**src/rtl/spi_irq_pkg.sv**
```systemverilog
package spi_irq_pkg;

    typedef enum logic [2:0] {
        A_WMARK    = 3'd0,
        A_IRQ_STAT = 3'd1,
        A_IRQ_EN   = 3'd2,
        A_IRQ_TEST = 3'd3,
        A_ERR_EN   = 3'd4,
        A_ERR_STAT = 3'd5,
        A_EVT_EN   = 3'd6,
        A_ALERT    = 3'd7
    } reg_addr_e;

    localparam int ERR_N       = 6;
    localparam int ERR_MASKED  = 5;
    localparam int EVT_N       = 6;
    localparam int IRQ_N       = 2;

    localparam int E_BUSY  = 0;
    localparam int E_OVF   = 1;
    localparam int E_UDF   = 2;
    localparam int E_INVAL = 3;
    localparam int E_CSID  = 4;
    localparam int E_NOBE  = 5;

    localparam int V_RXFULL  = 0;
    localparam int V_TXEMPTY = 1;
    localparam int V_RXWM    = 2;
    localparam int V_TXWM    = 3;
    localparam int V_READY   = 4;
    localparam int V_IDLE    = 5;

    localparam logic [1:0] SPEED_BAD = 2'd3;
    localparam logic [1:0] DIR_BIDIR = 2'd3;

endpackage

```
**src/rtl/spi_err_unit.sv**
```systemverilog
module spi_err_unit
    import spi_irq_pkg::*;
#(
    parameter int NUM_CS = 4,
    parameter int CSID_W = 32
) (
    input  logic              clk_i,
    input  logic              rst_ni,
    input  logic              cmd_valid_i,
    input  logic [1:0]        cmd_speed_i,
    input  logic [1:0]        cmd_dir_i,
    input  logic [CSID_W-1:0] cmd_csid_i,
    input  logic              core_ready_i,
    input  logic              tx_ovf_i,
    input  logic              rx_udf_i,
    input  logic              tx_nobe_i,
    input  logic [ERR_N-1:0]  clr_i,
    output logic [ERR_N-1:0]  hit_o,
    output logic [ERR_N-1:0]  status_o,
    output logic              accept_o
);
    localparam logic [CSID_W-1:0] CS_LIMIT = CSID_W'(NUM_CS);

    logic              fields_bad;
    logic              csid_bad;
    logic [ERR_N-1:0]  status_q;

    always_comb begin
        fields_bad = (cmd_speed_i == SPEED_BAD) ||
                     ((cmd_dir_i == DIR_BIDIR) && (cmd_speed_i != 2'd0));
        csid_bad   = (cmd_csid_i >= CS_LIMIT);
        hit_o          = '0;
        hit_o[E_BUSY]  = cmd_valid_i && !core_ready_i;
        hit_o[E_OVF]   = tx_ovf_i;
        hit_o[E_UDF]   = rx_udf_i;
        hit_o[E_INVAL] = cmd_valid_i && fields_bad;
        hit_o[E_CSID]  = cmd_valid_i && csid_bad;
        hit_o[E_NOBE]  = tx_nobe_i;
        accept_o = cmd_valid_i && core_ready_i && !fields_bad &&
                   !csid_bad && (status_q == '0);
    end

    always_ff @(posedge clk_i or negedge rst_ni) begin
        if (!rst_ni) status_q <= '0;
        else         status_q <= (status_q & ~clr_i) | hit_o;
    end

    assign status_o = status_q;
endmodule

```
**src/rtl/spi_evt_unit.sv**
```systemverilog
module spi_evt_unit
    import spi_irq_pkg::*;
#(
    parameter int DEPTH_W = 8
) (
    input  logic               clk_i,
    input  logic               rst_ni,
    input  logic               rx_full_i,
    input  logic               tx_empty_i,
    input  logic               ready_i,
    input  logic               active_i,
    input  logic [DEPTH_W-1:0] tx_depth_i,
    input  logic [DEPTH_W-1:0] rx_depth_i,
    input  logic [DEPTH_W-1:0] tx_level_i,
    input  logic [DEPTH_W-1:0] rx_level_i,
    output logic [EVT_N-1:0]   hit_o
);
    logic rx_full_q, tx_empty_q, ready_q, active_q;

    always_ff @(posedge clk_i or negedge rst_ni) begin
        if (!rst_ni) begin
            rx_full_q  <= 1'b0;
            tx_empty_q <= 1'b0;
            ready_q    <= 1'b0;
            active_q   <= 1'b0;
        end else begin
            rx_full_q  <= rx_full_i;
            tx_empty_q <= tx_empty_i;
            ready_q    <= ready_i;
            active_q   <= active_i;
        end
    end

    always_comb begin
        hit_o            = '0;
        hit_o[V_RXFULL]  = rx_full_i && !rx_full_q;
        hit_o[V_TXEMPTY] = tx_empty_i && !tx_empty_q;
        hit_o[V_RXWM]    = (rx_depth_i >= rx_level_i);
        hit_o[V_TXWM]    = (tx_depth_i < tx_level_i);
        hit_o[V_READY]   = ready_i && !ready_q;
        hit_o[V_IDLE]    = !active_i && active_q;
    end
endmodule

```
**src/rtl/spi_irq_ctrl.sv**
```systemverilog
module spi_irq_ctrl
    import spi_irq_pkg::*;
#(
    parameter int NUM_CS  = 4,
    parameter int CSID_W  = 32,
    parameter int DEPTH_W = 8
) (
    input  logic                 clk_i,
    input  logic                 rst_ni,
    input  logic                 reg_we_i,
    input  logic [2:0]           reg_addr_i,
    input  logic [2*DEPTH_W-1:0] reg_wdata_i,
    output logic [2*DEPTH_W-1:0] reg_rdata_o,
    input  logic                 cmd_valid_i,
    input  logic [1:0]           cmd_speed_i,
    input  logic [1:0]           cmd_dir_i,
    input  logic [CSID_W-1:0]    cmd_csid_i,
    output logic                 cmd_accept_o,
    input  logic                 core_ready_i,
    input  logic                 active_i,
    input  logic                 tx_ovf_i,
    input  logic                 rx_udf_i,
    input  logic                 tx_nobe_i,
    input  logic                 rx_full_i,
    input  logic                 tx_empty_i,
    input  logic [DEPTH_W-1:0]   tx_depth_i,
    input  logic [DEPTH_W-1:0]   rx_depth_i,
    output logic                 irq_err_o,
    output logic                 irq_evt_o,
    output logic                 alert_o
);
    localparam int REG_W = 2 * DEPTH_W;
    localparam logic [DEPTH_W-1:0] RX_LEVEL_RST = DEPTH_W'(8'h7F);

    reg_addr_e             addr;
    logic                  wr_wmark, wr_istat, wr_ien, wr_itest;
    logic                  wr_een, wr_estat, wr_ven, wr_alert;

    logic [DEPTH_W-1:0]    rx_level_q, tx_level_q;
    logic [IRQ_N-1:0]      irq_q, irq_en_q, irq_set, irq_clr, irq_tst;
    logic [ERR_MASKED-1:0] err_en_q;
    logic [EVT_N-1:0]      evt_en_q, evt_hit;
    logic [ERR_N-1:0]      err_hit, err_status, err_clr;
    logic                  alert_q;

    always_comb begin
        addr     = reg_addr_e'(reg_addr_i);
        wr_wmark = reg_we_i && (addr == A_WMARK);
        wr_istat = reg_we_i && (addr == A_IRQ_STAT);
        wr_ien   = reg_we_i && (addr == A_IRQ_EN);
        wr_itest = reg_we_i && (addr == A_IRQ_TEST);
        wr_een   = reg_we_i && (addr == A_ERR_EN);
        wr_estat = reg_we_i && (addr == A_ERR_STAT);
        wr_ven   = reg_we_i && (addr == A_EVT_EN);
        wr_alert = reg_we_i && (addr == A_ALERT);
    end

    assign err_clr = wr_estat ? reg_wdata_i[ERR_N-1:0] : '0;

    spi_err_unit #(.NUM_CS(NUM_CS), .CSID_W(CSID_W)) u_err (
        .clk_i       (clk_i),
        .rst_ni      (rst_ni),
        .cmd_valid_i (cmd_valid_i),
        .cmd_speed_i (cmd_speed_i),
        .cmd_dir_i   (cmd_dir_i),
        .cmd_csid_i  (cmd_csid_i),
        .core_ready_i(core_ready_i),
        .tx_ovf_i    (tx_ovf_i),
        .rx_udf_i    (rx_udf_i),
        .tx_nobe_i   (tx_nobe_i),
        .clr_i       (err_clr),
        .hit_o       (err_hit),
        .status_o    (err_status),
        .accept_o    (cmd_accept_o)
    );

    spi_evt_unit #(.DEPTH_W(DEPTH_W)) u_evt (
        .clk_i      (clk_i),
        .rst_ni     (rst_ni),
        .rx_full_i  (rx_full_i),
        .tx_empty_i (tx_empty_i),
        .ready_i    (core_ready_i),
        .active_i   (active_i),
        .tx_depth_i (tx_depth_i),
        .rx_depth_i (rx_depth_i),
        .tx_level_i (tx_level_q),
        .rx_level_i (rx_level_q),
        .hit_o      (evt_hit)
    );

    always_comb begin
        irq_set    = '0;
        irq_set[0] = (|(err_hit[ERR_MASKED-1:0] & err_en_q)) | err_hit[E_NOBE];
        irq_set[1] = |(evt_hit & evt_en_q);
        irq_clr    = wr_istat ? reg_wdata_i[IRQ_N-1:0] : '0;
        irq_tst    = wr_itest ? reg_wdata_i[IRQ_N-1:0] : '0;
    end

    always_ff @(posedge clk_i or negedge rst_ni) begin
        if (!rst_ni) begin
            rx_level_q <= RX_LEVEL_RST;
            tx_level_q <= '0;
            irq_en_q   <= '0;
            err_en_q   <= '1;
            evt_en_q   <= '0;
            irq_q      <= '0;
            alert_q    <= 1'b0;
        end else begin
            if (wr_wmark) begin
                rx_level_q <= reg_wdata_i[DEPTH_W-1:0];
                tx_level_q <= reg_wdata_i[REG_W-1:DEPTH_W];
            end
            if (wr_ien) irq_en_q <= reg_wdata_i[IRQ_N-1:0];
            if (wr_een) err_en_q <= reg_wdata_i[ERR_MASKED-1:0];
            if (wr_ven) evt_en_q <= reg_wdata_i[EVT_N-1:0];
            irq_q   <= (irq_q & ~irq_clr) | irq_set | irq_tst;
            alert_q <= wr_alert && reg_wdata_i[0];
        end
    end

    always_comb begin
        reg_rdata_o = '0;
        unique case (addr)
            A_WMARK:    reg_rdata_o = {tx_level_q, rx_level_q};
            A_IRQ_STAT: reg_rdata_o[IRQ_N-1:0] = irq_q;
            A_IRQ_EN:   reg_rdata_o[IRQ_N-1:0] = irq_en_q;
            A_ERR_EN:   reg_rdata_o[ERR_MASKED-1:0] = err_en_q;
            A_ERR_STAT: reg_rdata_o[ERR_N-1:0] = err_status;
            A_EVT_EN:   reg_rdata_o[EVT_N-1:0] = evt_en_q;
            A_IRQ_TEST, A_ALERT: reg_rdata_o = '0;
        endcase
    end

    assign irq_err_o = irq_q[0] & irq_en_q[0];
    assign irq_evt_o = irq_q[1] & irq_en_q[1];
    assign alert_o   = alert_q;
endmodule

```
**config.mk**
```make
export PLATFORM = sky130hd
export DESIGN_NAME = spi_irq_ctrl
export DESIGN_NICKNAME = d
export VERILOG_FILES = /design/src/rtl/spi_irq_pkg.sv /design/src/rtl/spi_err_unit.sv /design/src/rtl/spi_evt_unit.sv /design/src/rtl/spi_irq_ctrl.sv
export SDC_FILE = /design/constraint.sdc
export NUM_CORES = 1
export LEC_CHECK = 0
export BUFFER_PORTS_ARGS = -buffer_cell sky130_fd_sc_hd__buf_2
export CORE_AREA = 2 2 120 64
export DETAILED_ROUTE_END_ITERATION = 10
export DIE_AREA = 0 0 122 66
export GPL_TIMING_DRIVEN = 0
export PLACE_DENSITY = 0.62
export SLEW_MARGIN = 25
export SYNTH_ARGS = -nofsm -noshare
export SYNTH_HDL_FRONTEND = slang
export SYNTH_SLANG_ARGS = --single-unit
```
**constraint.sdc**
```tcl
create_clock -name clk_i -period 1.9 [get_ports clk_i]
set_input_delay 0 -clock clk_i [delete_from_list [all_inputs] [get_ports clk_i]]
set_output_delay 0 -clock clk_i [all_outputs]
set_load 0.005 [all_outputs]
```
==> results.json <==
{
  "clock_tree.root_cell": "clkbuf_16",
  "fill_cells": 694,
  "p_seq_frac": 0.419,
  "clk_path_buf_depth": 2,
  "number_of_clock_sinks": 42,
  "ys.warnings.count": 0,
  "mappedNetlistNets": 346,
  "die_h_um": 66,
  "dieArea_mm2": 0.00805,
  "cts_tree": "yes",
  "synth_top_flop_cell": "dfrtp_1",
  "area.sequential_mm2": 0.00107,
  "holdWs_ps": 49.9,
  "worst_r2r_path_depth": 6,
  "antennaDiodeCount": 0,
  "crit_path_max_fanout": 2,
  "place_congestion": 0.838,
  "comb_power_share": 0.236,
  "routed_wire_length_per_instance_um": 15.3,
  "netlist.top_cell.by_area": "dfrtp_1",
  "drt_pre_antenna_iters": 4,
  "crit_slowest_cell": "dfstp_2",
  "die_outline_width_um": 122,
  "arrival_ps": 1990,
  "post_drt_via_cell_ratio": 4.91,
  "netSwitchingFraction": 0.274,
  "syn_area_per_cell_um2": 9.59,
  "critPathBufInv": 1,
  "synth_seq_area_share": 0.447,
  "finalWorstPathRequiredPeriod_ps": 1830,
  "power.total_mw": 2.79,
  "async_reset_ff_frac": 1.00,
  "synth_enable_flop_cells": 0,
  "grt_max_degree": 43,
  "synthDominantCellAreaShare": 0.314,
  "cts.reportedPaths.clkPinSlew_ps": 60,
  "worst_slew_margin": 0.430,
  "fin_worst_skew_ps": 1.98,
  "placeable_core_region_mm2": 0.00702,
  "area_delta_synth_final_pct": 44.0,
  "timing.setup.critical_path_class": "reg2reg",
  "multi_input_area_mm2": 0.00122,
  "ys_ff_latch": 42,
  "internal-power_mw": 2.03,
  "synth_area_mm2": 0.00239,
  "cts.htree.levels": 2,
  "top_level_ports": 102,
  "net-switching-power_uw": 765,
  "initial_core_util": 0.340,
  "clock_insertion_delay_worst_skew_ps": 280,
  "syn_inst": 249,
  "hold_path_startpoint": "reg_wdata_i[0]",
  "final_setup_violations": 0,
  "grt_first_pass_wirelength_um": 11400,
  "required_ps": 2060,
  "r2r_start": "rx_level_q[5]$_DFFE_PN1P_",
  "layout-drive-gt1-share": 0.383,
  "dp_hpwl_um": 5640,
  "clock_power_share": 0.345,
  "worstSetupStartpointType": "flip-flop",
  "final_hold_viol_count": 0,
  "globalRouteTotalUtil": 0.187,
  "global_route.usage.met3": 0.0397,
  "leakagePower_nw": 1.64,
  "gr-total-overflow": 0,
  "clock.fmax_mhz": 546,
  "portbufs": 98,
  "hold_path_cells": 3,
  "dr.first_iter.drc_count": 98,
  "antenna_found_initial": 0,
  "maxCapViolations": 0,
  "grtUsageMet1": 0.309,
  "fin_nets": 477,
  "critPathLaunch": "rx_level_q[5]$_DFFE_PN1P_",
  "grt_pass1_vias": 2199,
  "yosys.cell_count.top_type": "nand2_1",
  "most_crowded_layer_after_global_routing": "met1",
  "cpPeakStageDelay_ps": 530,
  "outcome": "completed",
  "yosys-top-cells-area": "dfrtp_1, dfstp_2, ha_1",
  "use_met2": 0.245,
  "cts-buffers-inserted": 5,
  "dr_total_vias": 2343,
  "period_share": 0.965,
  "worst-slew-pin-transition_ps": 849,
  "yosys_cell_types": 41,
  "critical_path.endpoint_type": "flip-flop",
  "drt-total-wl_um": 7280,
  "path_depth": 6,
  "post_drt_antenna_nets": 0,
  "hold_crit_class": "in2reg",
  "crit_family": "simple AND/OR/NAND/NOR gates",
  "cellPowerDensity_mw_per_mm2": 813,
  "vdd_ir_drop_max_v": 0.000322,
  "crit_chain": "inv_1, ha_1, and4_1, o211ai_1, a21oi_2, or4_1",
  "num_rows": 22,
  "timing.final.max_slew_violations": 0,
  "route.detailed.drc": 0,
  "netlist_top_cells_count": "nand2_1, dfrtp_1, nor2_1"
}
metal layers:
layer | vias to the layer above | wire length, um | share of wire
li1 | 1149 | - | -
met1 | 1126 | 3980 | 0.55
met2 | 65 | 2830 | 0.39
met3 | 3 | 455 | 0.062
met4 | 0 | 19 | 0.0026
met5 | - | 0 | 0
area by class of cell:
class,count,share of cell area
Inverter,20,0.0218
Sequential cell,42,0.310
Timing Repair Buffer,124,0.218
Clock buffer,5,0.0364
Clock inverter,3,0.0116
Tap cell,96,0.0349
Buffer,8,0.0116
Multi-Input combinational cell,179,0.356
worst reg2reg max path, cell delays in order, from the launching register on:
cell and delay [ps]:
dfstp_2 530, inv_1 60, ha_1 270, and4_1 160, o211ai_1 160, a21oi_2 60
or4_1 470
flip-flops by register name, summed over array words and instances, names as in the netlist:
signal / cells
alert_o: 1
err_en_q: 5
evt_en_q: 6
irq_en_q: 2
irq_q: 2
rx_level_q: 8
tx_level_q: 8
u_err.status_o: 6
u_evt.active_q: 1
u_evt.ready_q: 1
u_evt.rx_full_q: 1
u_evt.tx_empty_q: 1
stage by stage:
step	instance area, um2	std cells	util	setup TNS [ps]	setup WS (ps)
CTS	3420	476	0.488	0	32.5
finish	3440	477	0.490	0	67.4
floorplan	2390	249	-	0	141
global route	3440	477	0.490	-4.38	-4.38
detailed placement	3000	443	0.427	-32.6	-32.6
global placement	3000	443	0.427	-20.4	-20.4
power groups by stage:
stage	clock, mW	combinational [mW]	sequential (mW)
global route	1.03	0.749	1.19
CTS	0.983	0.652	1.17
global placement	0	0.582	1.18
detailed placement	0	0.596	1.19
floorplan	0	0.355	1.15
finish	0.963	0.660	1.17
layout by cell type, fill, tap and decap left out, types with 9 or more instances in the layout:
master,n
buf_2,102
dfrtp_1,30
dfstp_2,12
dlygate4sd3_1,24
ha_1,14
inv_1,18
mux2_2,15
mux2i_1,9
nand2_1,31
nor2_1,22
nor4_1,9
o21ai_0,21
what timing repair did:
item | in CTS | in global routing
resized for setup | 1 | 2
hold endpoints to repair | 53 | 0
buffers inserted | 1 | 1
setup endpoints to repair | 1 | 1
hold buffers | 24 | 0
pin swaps | 2 | 2
worst paths after layout:
path / to / slack [ps]
worst max register to register: irq_q[1]$_DFF_PN0_ / 70
worst max-delay path: irq_q[1]$_DFF_PN0_ / 70
worst min register to register: u_err.status_o[2]$_DFF_PN0_ / 510
worst min-delay path: alert_o$_DFF_PN0_ / 50
min in group asynchronous: irq_en_q[0]$_DFFE_PN0P_ / 250
max in group asynchronous: rx_level_q[3]$_DFFE_PN1P_ / 1260
logic make-up after synthesis:
family	share of synthesized area
fa+ha+maj	0.0786
compound gates	0.131
mux	0.108
buf+inv	0.0482
simple gates	0.187
flops	0.447
Power figures use the tool's default switching activity.
